## config.mk

```make
export PLATFORM = sky130hd
export DESIGN_NAME = bat_sleep_ctrl
export DESIGN_NICKNAME = d
export VERILOG_FILES = /design/src/rtl/bsc_pkg.sv /design/src/rtl/bsc_bus_sync.sv /design/src/rtl/bsc_tick_gen.sv /design/src/rtl/bsc_wake_timer.sv /design/src/rtl/bat_sleep_ctrl.sv
export SDC_FILE = /design/constraint.sdc
export NUM_CORES = 1
export LEC_CHECK = 0
export ABC_CLOCK_PERIOD_IN_PS = 4300
export BUFFER_PORTS_ARGS = -buffer_cell sky130_fd_sc_hd__clkbuf_2
export CORE_ASPECT_RATIO = 0.7
export CORE_MARGIN = 1.5
export CORE_UTILIZATION = 31
export CTS_CLUSTER_DIAMETER = 150
export DETAILED_ROUTE_END_ITERATION = 10
export PLACE_DENSITY = 0.58
export SYNTH_ARGS = -nofsm -noshare
export SYNTH_HDL_FRONTEND = slang
export SYNTH_SLANG_ARGS = --single-unit
```

## constraint.sdc

```tcl
create_clock -name clk -period 4.3 [get_ports clk]
set_input_delay 0.86 -clock clk [delete_from_list [all_inputs] [get_ports clk]]
set_output_delay 0.86 -clock clk [all_outputs]
set_load 0.05 [all_outputs]
```

## src/rtl/bsc_pkg.sv

```systemverilog
package bsc_pkg;

    typedef enum logic {
        MODE_FULL  = 1'b0,
        MODE_SLEEP = 1'b1
    } pmode_t;

    // Per-line observation after synchronization
    typedef struct packed {
        logic level;
        logic rise;
    } line_obs_t;

    // Request bundle produced while asleep
    typedef struct packed {
        logic vt;
        logic sd;
        logic cur;
    } wake_req_t;

    // Number of bus lines observed
    localparam int unsigned BUS_LINES = 2;

endpackage

```

## src/rtl/bsc_bus_sync.sv

```systemverilog
module bsc_bus_sync
    import bsc_pkg::*;
#(
    parameter int unsigned N_LINES = 2
) (
    input  logic                clk,
    input  logic                rst,
    input  logic [N_LINES-1:0]  line_raw,
    output line_obs_t [N_LINES-1:0] obs
);

    for (genvar g = 0; g < N_LINES; g++) begin : g_line
        logic meta_q;
        logic sync_q;
        logic prev_q;

        always_ff @(posedge clk) begin
            if (rst) begin
                meta_q <= 1'b0;
                sync_q <= 1'b0;
                prev_q <= 1'b0;
            end else begin
                meta_q <= line_raw[g];
                sync_q <= meta_q;
                prev_q <= sync_q;
            end
        end

        always_comb begin
            obs[g].level = sync_q;
            obs[g].rise  = sync_q & ~prev_q;
        end
    end

endmodule

```

## src/rtl/bsc_tick_gen.sv

```systemverilog
module bsc_tick_gen #(
    parameter int unsigned TICK_DIV = 1000
) (
    input  logic clk,
    input  logic rst,
    output logic tick
);

    localparam int unsigned CW   = (TICK_DIV > 1) ? $clog2(TICK_DIV) : 1;
    localparam logic [CW-1:0] LAST = CW'(TICK_DIV - 1);

    logic [CW-1:0] pre_q;
    logic          wrap;

    assign wrap = (pre_q == LAST);

    always_ff @(posedge clk) begin
        if (rst) begin
            pre_q <= '0;
            tick  <= 1'b0;
        end else begin
            tick  <= wrap;
            pre_q <= wrap ? '0 : pre_q + 1'b1;
        end
    end

    // A tick never lasts two cycles when the divider is at least 2
    AST_TICK_SINGLE: assert property (@(posedge clk) disable iff (rst)
        tick |=> !tick);

endmodule

```

## src/rtl/bsc_wake_timer.sv

```systemverilog
module bsc_wake_timer #(
    parameter int unsigned TW = 16
) (
    input  logic          clk,
    input  logic          rst,
    input  logic          active,
    input  logic          tick,
    input  logic [TW-1:0] period,
    output logic          req
);

    logic [TW-1:0] cnt_q;
    logic          hit;

    assign hit = active && tick && (period != '0) && (cnt_q == period - 1'b1);
    assign req = hit;

    always_ff @(posedge clk) begin
        if (rst || !active) begin
            cnt_q <= '0;
        end else if (tick) begin
            cnt_q <= hit ? '0 : cnt_q + 1'b1;
        end
    end

    AST_REQ_ONLY_ACTIVE: assert property (@(posedge clk) disable iff (rst)
        req |-> active);

    AST_REQ_ONE_CYCLE: assert property (@(posedge clk) disable iff (rst)
        req |=> !req);

    AST_PERIOD_ZERO_SILENT: assert property (@(posedge clk) disable iff (rst)
        (period == '0) |-> !req);

endmodule

```

## src/rtl/bat_sleep_ctrl.sv

```systemverilog
module bat_sleep_ctrl
    import bsc_pkg::*;
#(
    parameter int unsigned CUR_W    = 16,
    parameter int unsigned TW       = 16,
    parameter int unsigned TICK_DIV = 1000,
    parameter int unsigned QUAL_MS  = 2000
) (
    input  logic                    clk,
    input  logic                    rst,
    input  logic signed [CUR_W-1:0] cur_sample,
    input  logic                    cur_valid,
    input  logic                    bus_clk_line,
    input  logic                    bus_dat_line,
    input  logic                    cfg_sleep_dis,
    input  logic [CUR_W-1:0]        cur_thresh,
    input  logic [TW-1:0]           sleep_period,
    input  logic [TW-1:0]           icheck_period,
    output logic                    sleep_mode,
    output logic                    vt_meas_req,
    output logic                    self_dis_req,
    output logic                    cur_meas_req
);

    localparam int unsigned QW = $clog2(QUAL_MS + 1);
    localparam logic [QW-1:0] QUAL_FULL = QW'(QUAL_MS);

    // ---------------- bus line observation ----------------
    line_obs_t [BUS_LINES-1:0] obs;
    logic                      bus_high;
    logic                      bus_rise;

    bsc_bus_sync #(.N_LINES(BUS_LINES)) u_sync (
        .clk      (clk),
        .rst      (rst),
        .line_raw ({bus_dat_line, bus_clk_line}),
        .obs      (obs)
    );

    always_comb begin
        bus_high = 1'b0;
        bus_rise = 1'b0;
        for (int i = 0; i < int'(BUS_LINES); i++) begin
            bus_high = bus_high | obs[i].level;
            bus_rise = bus_rise | obs[i].rise;
        end
    end

    // ---------------- millisecond tick ----------------
    logic ms_tick;

    bsc_tick_gen #(.TICK_DIV(TICK_DIV)) u_tick (
        .clk  (clk),
        .rst  (rst),
        .tick (ms_tick)
    );

    // ---------------- current magnitude ----------------
    logic [CUR_W-1:0] cur_raw;
    logic [CUR_W-1:0] cur_mag;
    logic             cur_over;
    logic             cur_low_q;

    assign cur_raw  = cur_sample;
    assign cur_mag  = cur_raw[CUR_W-1] ? (~cur_raw + 1'b1) : cur_raw;
    assign cur_over = cur_valid && (cur_mag > cur_thresh);

    always_ff @(posedge clk) begin
        if (rst) begin
            cur_low_q <= 1'b0;
        end else if (cur_valid) begin
            cur_low_q <= (cur_mag < cur_thresh);
        end
    end

    // ---------------- idle-bus qualification ----------------
    logic [QW-1:0] qual_q;
    logic          bus_idle;

    assign bus_idle = (qual_q == QUAL_FULL);

    always_ff @(posedge clk) begin
        if (rst || bus_high) begin
            qual_q <= '0;
        end else if (ms_tick && !bus_idle) begin
            qual_q <= qual_q + 1'b1;
        end
    end

    // ---------------- mode state machine ----------------
    pmode_t mode_q;
    pmode_t mode_d;
    logic   may_enter;
    logic   must_leave;

    assign may_enter  = cur_low_q && bus_idle && !bus_high && !cfg_sleep_dis && !cur_over;
    assign must_leave = cfg_sleep_dis || bus_rise || bus_high || cur_over;

    always_comb begin
        mode_d = mode_q;
        unique case (mode_q)
            MODE_FULL:  if (may_enter)  mode_d = MODE_SLEEP;
            MODE_SLEEP: if (must_leave) mode_d = MODE_FULL;
            default:    mode_d = MODE_FULL;
        endcase
    end

    always_ff @(posedge clk) begin
        if (rst) begin
            mode_q <= MODE_FULL;
        end else begin
            mode_q <= mode_d;
        end
    end

    assign sleep_mode = (mode_q == MODE_SLEEP);

    // ---------------- wake timers ----------------
    wake_req_t wreq;
    logic      vt_hit;
    logic      ic_hit;

    bsc_wake_timer #(.TW(TW)) u_vt_timer (
        .clk    (clk),
        .rst    (rst),
        .active (sleep_mode),
        .tick   (ms_tick),
        .period (sleep_period),
        .req    (vt_hit)
    );

    bsc_wake_timer #(.TW(TW)) u_ic_timer (
        .clk    (clk),
        .rst    (rst),
        .active (sleep_mode),
        .tick   (ms_tick),
        .period (icheck_period),
        .req    (ic_hit)
    );

    always_comb begin
        wreq.vt  = vt_hit;
        wreq.sd  = vt_hit;
        wreq.cur = ic_hit;
    end

    assign vt_meas_req  = wreq.vt;
    assign self_dis_req = wreq.sd;
    assign cur_meas_req = wreq.cur;

    // ---------------- assertions ----------------
    AST_ENTRY_NEEDS_LOW_CUR: assert property (@(posedge clk) disable iff (rst)
        $rose(sleep_mode) |-> $past(cur_low_q));

    AST_ENTRY_NEEDS_IDLE_BUS: assert property (@(posedge clk) disable iff (rst)
        $rose(sleep_mode) |-> $past(bus_idle));

    AST_IDLE_CLEARED_BY_HIGH: assert property (@(posedge clk) disable iff (rst)
        bus_high |=> !bus_idle);

    AST_OVER_CUR_WAKES: assert property (@(posedge clk) disable iff (rst)
        (sleep_mode && cur_over) |=> !sleep_mode);

    AST_BUS_HIGH_WAKES: assert property (@(posedge clk) disable iff (rst)
        (sleep_mode && bus_high) |=> !sleep_mode);

    AST_DISABLE_HOLDS_FULL: assert property (@(posedge clk) disable iff (rst)
        cfg_sleep_dis |=> !sleep_mode);

    AST_TIMERS_START_CLEAN: assert property (@(posedge clk) disable iff (rst)
        $rose(sleep_mode) |-> !$past(vt_meas_req) && !$past(cur_meas_req));

endmodule

```

Word-level counts from Yosys, hierarchy flattened --
Cells that the tools add are included.
Cells by class: bitwise logic cells 8, reduce and logical (&&, ||, !) cells 24, mux-type cells 6, equal/unequal tests 4, $add $sub $neg 7, magnitude comparators 2
Operators by type and width (count):
- adder 16 x 1 -> 16 bit, second input constant | 3
- two-way mux 16 bit | 3
- == test 16 bit | 2
- nonzero test 16 bit | 2
- subtractor 16 x 1 -> 16 bit, second input constant | 2
- > comparator 16 bit | 1
- less-than comparator 16 bit | 1
- NOT 16 bit | 1
- adder 11 x 1 -> 11 bit, second input constant | 1
- == test 11 bit, second input constant | 1
- logical AND 1 bit | 11
- adder 10 x 1 -> 10 bit, second input constant | 1
- == test 10 bit, second input constant | 1
- logical NOT 1 bit | 5
- logical OR 1 bit | 5
- NOT 1 bit | 3
- AND 1 bit | 2
- two-way mux 1 bit | 2
- bitwise OR 1 bit | 2
- case mux 1 bit (2 select lines) | 1
- OR reduction 2 bit | 1
Word-level totals: output and inout bits 4, word-level logic and storage cells 64, register bits 62

Longest topological paths before layout --
depth in word-level cells 9, depth in mapped cells 13

By module --
A second synthesis with hierarchy kept.
Second synthesis, totals: cells, all modules 596, area, all modules 4843.4 um^2
Modules (own cells, without submodules):
- bsc_wake_timer | area an instance 1440.1 um^2, times used 2, cells an instance 180
- bat_sleep_ctrl | area an instance 1292.5 um^2, times used 1, cells an instance 166
- bsc_tick_gen | area an instance 485.5 um^2, times used 1, cells an instance 54
- bsc_bus_sync | area an instance 185.2 um^2, times used 1, cells an instance 16

Worst setup path before layout --
Ideal clock, no wire load.
path type input to output, start point input port sleep_period[7], end point output port vt_meas_req, path buffers 1, slack -0.384 ns, stages 7, data required time 3.440 ns, data arrival time 3.824 ns, cells stage by stage nor4_1 > nor3b_1 > mux2_2 > a211oi_1 > a41oi_1 > nor3_1 > buf_4
Between the ends: longest elaborated chain between the ends 3
Ends and longest elaborated chain:
- start: declaration | line bat_sleep_ctrl.sv:17 | input logic [TW-1:0] sleep_period,
- subtractor 16 x 1 -> 16 bit or nonzero test 16 bit (tied branches) | line bsc_wake_timer.sv:15 | assign hit = active && tick && (period != '0) && (cnt_q == period - 1'b1);
- == test 16 bit or logical AND 1 bit (tied branches) | line bsc_wake_timer.sv:15
- logical AND 1 bit * | line bsc_wake_timer.sv:15
- end: declaration | line bat_sleep_ctrl.sv:20 | output logic vt_meas_req,
Mark *: on every way between the ends. The rest lies on a longest branch, timed or not.

Worst setup path in the final report --
start point input port icheck_period[0], end point output port cur_meas_req
Between the ends: longest elaborated chain between the ends 3
Ends and longest elaborated chain:
- start: declaration | line bat_sleep_ctrl.sv:18 | input logic [TW-1:0] icheck_period,
- subtractor 16 x 1 -> 16 bit or nonzero test 16 bit (tied branches) | line bsc_wake_timer.sv:15
- == test 16 bit or logical AND 1 bit (tied branches) | line bsc_wake_timer.sv:15
- logical AND 1 bit * | line bsc_wake_timer.sv:15
- end: declaration | line bat_sleep_ctrl.sv:22 | output logic cur_meas_req
Marked as above.

==> results.cfg <==
[status]
status = complete, no violations

[clock_network]
cts_hold_buf = 0
cts_resized = 0
clk_pin_slew_worst_paths_ps = 50
htreeDepth = 3
worstSkewPairLatency_ps = 320
cts_buffer_depth = 2
post_cts_buffers = 0
cts_root_buf = clkbuf_16
cts_tree = yes
clock_sinks = 60
cts_made_buffers = 9

[sta]
min_period_over_period = 0.979
setup_tns_ps = 0
worstMarginPinSlew_ps = 554
holdWs_ps = 438
setup_viol = 0
timing.final.ws_setup_ps = 89.8
drv_slew = 0
max_freq_mhz = 238
rsz0062_at_grt = false
fin_worst_skew_ps = 6.25
finalHoldViolCount = 0
period_minus_slack_ps = 4210
relSlewSlack = 0.630

[final_layout]
syn2layout_area_growth_pct = 20.8
fillCellCount = 1388
seqCellArea_um2 = 1200
multi_input_area_um2 = 2910
fin_cells = 806
final_cell_area_um2 = 5180
nets = 710
diodes = 0
utilization = 0.389
drive_above_1_share = 0.176

[synthesis]
synthesis.area_um2 = 4290
synth_top_area_cell = dfxtp_1
async_flop_share = 0
ys_warn_count = 0
yosysMostFrequentCell = nor2_1
post_synth_num_cell_types = 58
synth_top_area_share = 0.280
syn_nets = 638
synth-main-ff-cell = dfxtp_1
ys_seq_elements = 60
ys_seq_area_frac = 0.280
synthCells = 544
synth_edf_count = 0
avgSynthCellArea_um2 = 7.88
synthTopCellsByArea = dfxtp_1 (28%), xnor2_1 (9.6%), xor2_1 (9.2%)
synth_common_cells = nor2_1 (84), dfxtp_1 (60), xnor2_1 (47), xor2_1 (45), nand2_1 (38)

[global_routing]
grt_pass1_wl_um = 16400
grt_pass1_vias = 3663
grt_max_degree = 19
overflow = 0
track_usage = 0.140
antenna_found_initial = 0

[placement]
portBuffers = 73
gp_congestion = 0.854
dp_cells = 790
dp_slack_ps = 103
hpwlAfterDp_um = 7860
placed_area_um2 = 4870

[run]
maxCapViolCount = 0

[worst_setup_path]
crit_path_start = icheck_period[0]
cp-end-kind = output pin
timing.rr.end = u_ic_timer.cnt_q[7]
worstPathArrival_ps = 3350
cp.required_ps = 3440
timing.setup.critical_path_class = primary input to output pin
r2r_slack_ps = 1720
start_kind = primary input
path_max_fanout = 6
rr_worst_depth = 7
endpoint = cur_meas_req
r2r-start = u_ic_timer.cnt_q[8]

[floorplanning]
die_x_um = 144
ios = 74
rows = 35
fp.coreArea_um2 = 13300
die_h_um = 101
initial_core_util = 0.322
die_area_um2 = 14600

[detailed_routing]
dr.pass1.iters = 4
via_per_inst = 4.85
vias = 3906
drt_wl_total_um = 9730
drcViolationCount = 0
wl_per_cell_um = 12.1
antenna_left = 0
drt-initial-drc-count = 172

[min_path]
min_path_type = flop to flop

[power_and_ir_drop]
leakage_nw = 1.99
power_density_nw_per_um2 = 282
peakVddDrop_mv = 0.204
totalPowerFinal_mw = 1.46
## cells in the final DEF (no fill, tap or decap), types with 4 or more instances in the layout
master     Yosys  routed
a211oi_1       4       4
a21o_1         8       8
a21oi_1       11      11
and2_1         4       4
and3_1         6       6
buf_4          1       6
clkbuf_16      0       9
clkbuf_2       1      72
dfxtp_1       60      60
ha_1          24      24
inv_1         28      28
mux2i_1        4       4
nand2_1       38      38
nand2b_1      12      12
nand3_1       21      21
nand4_1       21      21
nor2_1        84      83
nor2b_1        8       8
nor3_1        13      12
nor4_1         8       8
o21ai_0       15      15
o31ai_1        6       6
or3_1          9       9
or4_1          7       6
xnor2_1       47      47
xor2_1        45      45
## how the worst min path moves through the flow
| stage | cells past startpoint | startpoint | to |
|---|---|---|---|
| 3_5_place_dp | 1 | u_sync.g_line[0].meta_q | u_sync.g_line[0].sync_q |
| 4_1_cts | 1 | u_sync.g_line[0].meta_q | u_sync.g_line[0].sync_q |
| 3_3_place_gp | 1 | u_sync.g_line[1].meta_q | u_sync.g_line[1].sync_q |
| 2_1_floorplan | 1 | u_sync.g_line[0].meta_q | u_sync.g_line[0].sync_q |
| 5_1_grt | 1 | u_sync.g_line[0].meta_q | u_sync.g_line[0].sync_q |
| 6_report | 1 | u_sync.g_line[0].meta_q | u_sync.g_line[0].sync_q |
## where the power goes
part | leakage (nW) | switching [mW] | internal (mW)
clock network | 0.149 | 0.239 | 0.477
logic | 1.35 | 0.0961 | 0.0861
registers | 0.485 | 0.00221 | 0.562
## cell type report
cell class,instances,share of cell area
multi-input combinational,438,0.562
sequential,60,0.232
timing repair buffer,79,0.0822
clock buffer,12,0.0495
tap,185,0.0447
inverter,28,0.0203
clock inverter,4,0.00918
## flip-flops by register name (all words and copies together) (netlist names)
register	flops
u_vt_timer.cnt_q	16
u_sync.g_line.meta_q	2
qual_q	11
u_tick.tick	1
u_ic_timer.cnt_q	16
u_tick.pre_q	10
sleep_mode	1
cur_low_q	1
u_sync.g_line.sync_q	2
## worst max-delay path, stage by stage
cell,delay [ps]
clkbuf_2,140
inv_1,80
ha_1,160
or3b_2,500
or4b_1,480
a21oi_1,170
nor2_1,70
or4_4,580
nor2_2,170
buf_12,160
## cells by family (layout without fill, tap and decap cells)
| kind of cell | after synthesis | after routing | share of synthesized area |
|---|---|---|---|
| mux | 5 | 5 | 0.0120 |
| buf+inv | 46 | 123 | 0.0435 |
| compound gates | 66 | 66 | 0.108 |
| flops | 60 | 60 | 0.280 |
| simple gates | 251 | 251 | 0.298 |
| fa+ha+maj | 24 | 24 | 0.0701 |
| xor+xnor | 92 | 92 | 0.188 |
## metal layers
metal	up-vias	wire length, µm	global-route usage	share of wire
li1	2029	-	-	-
met1	1766	5070	0.194	0.52
met2	100	3920	0.212	0.40
met3	11	616	0.0426	0.063
met4	0	116	0.0369	0.012
met5	-	0	0	0
(Power assumes the default switching activity.)
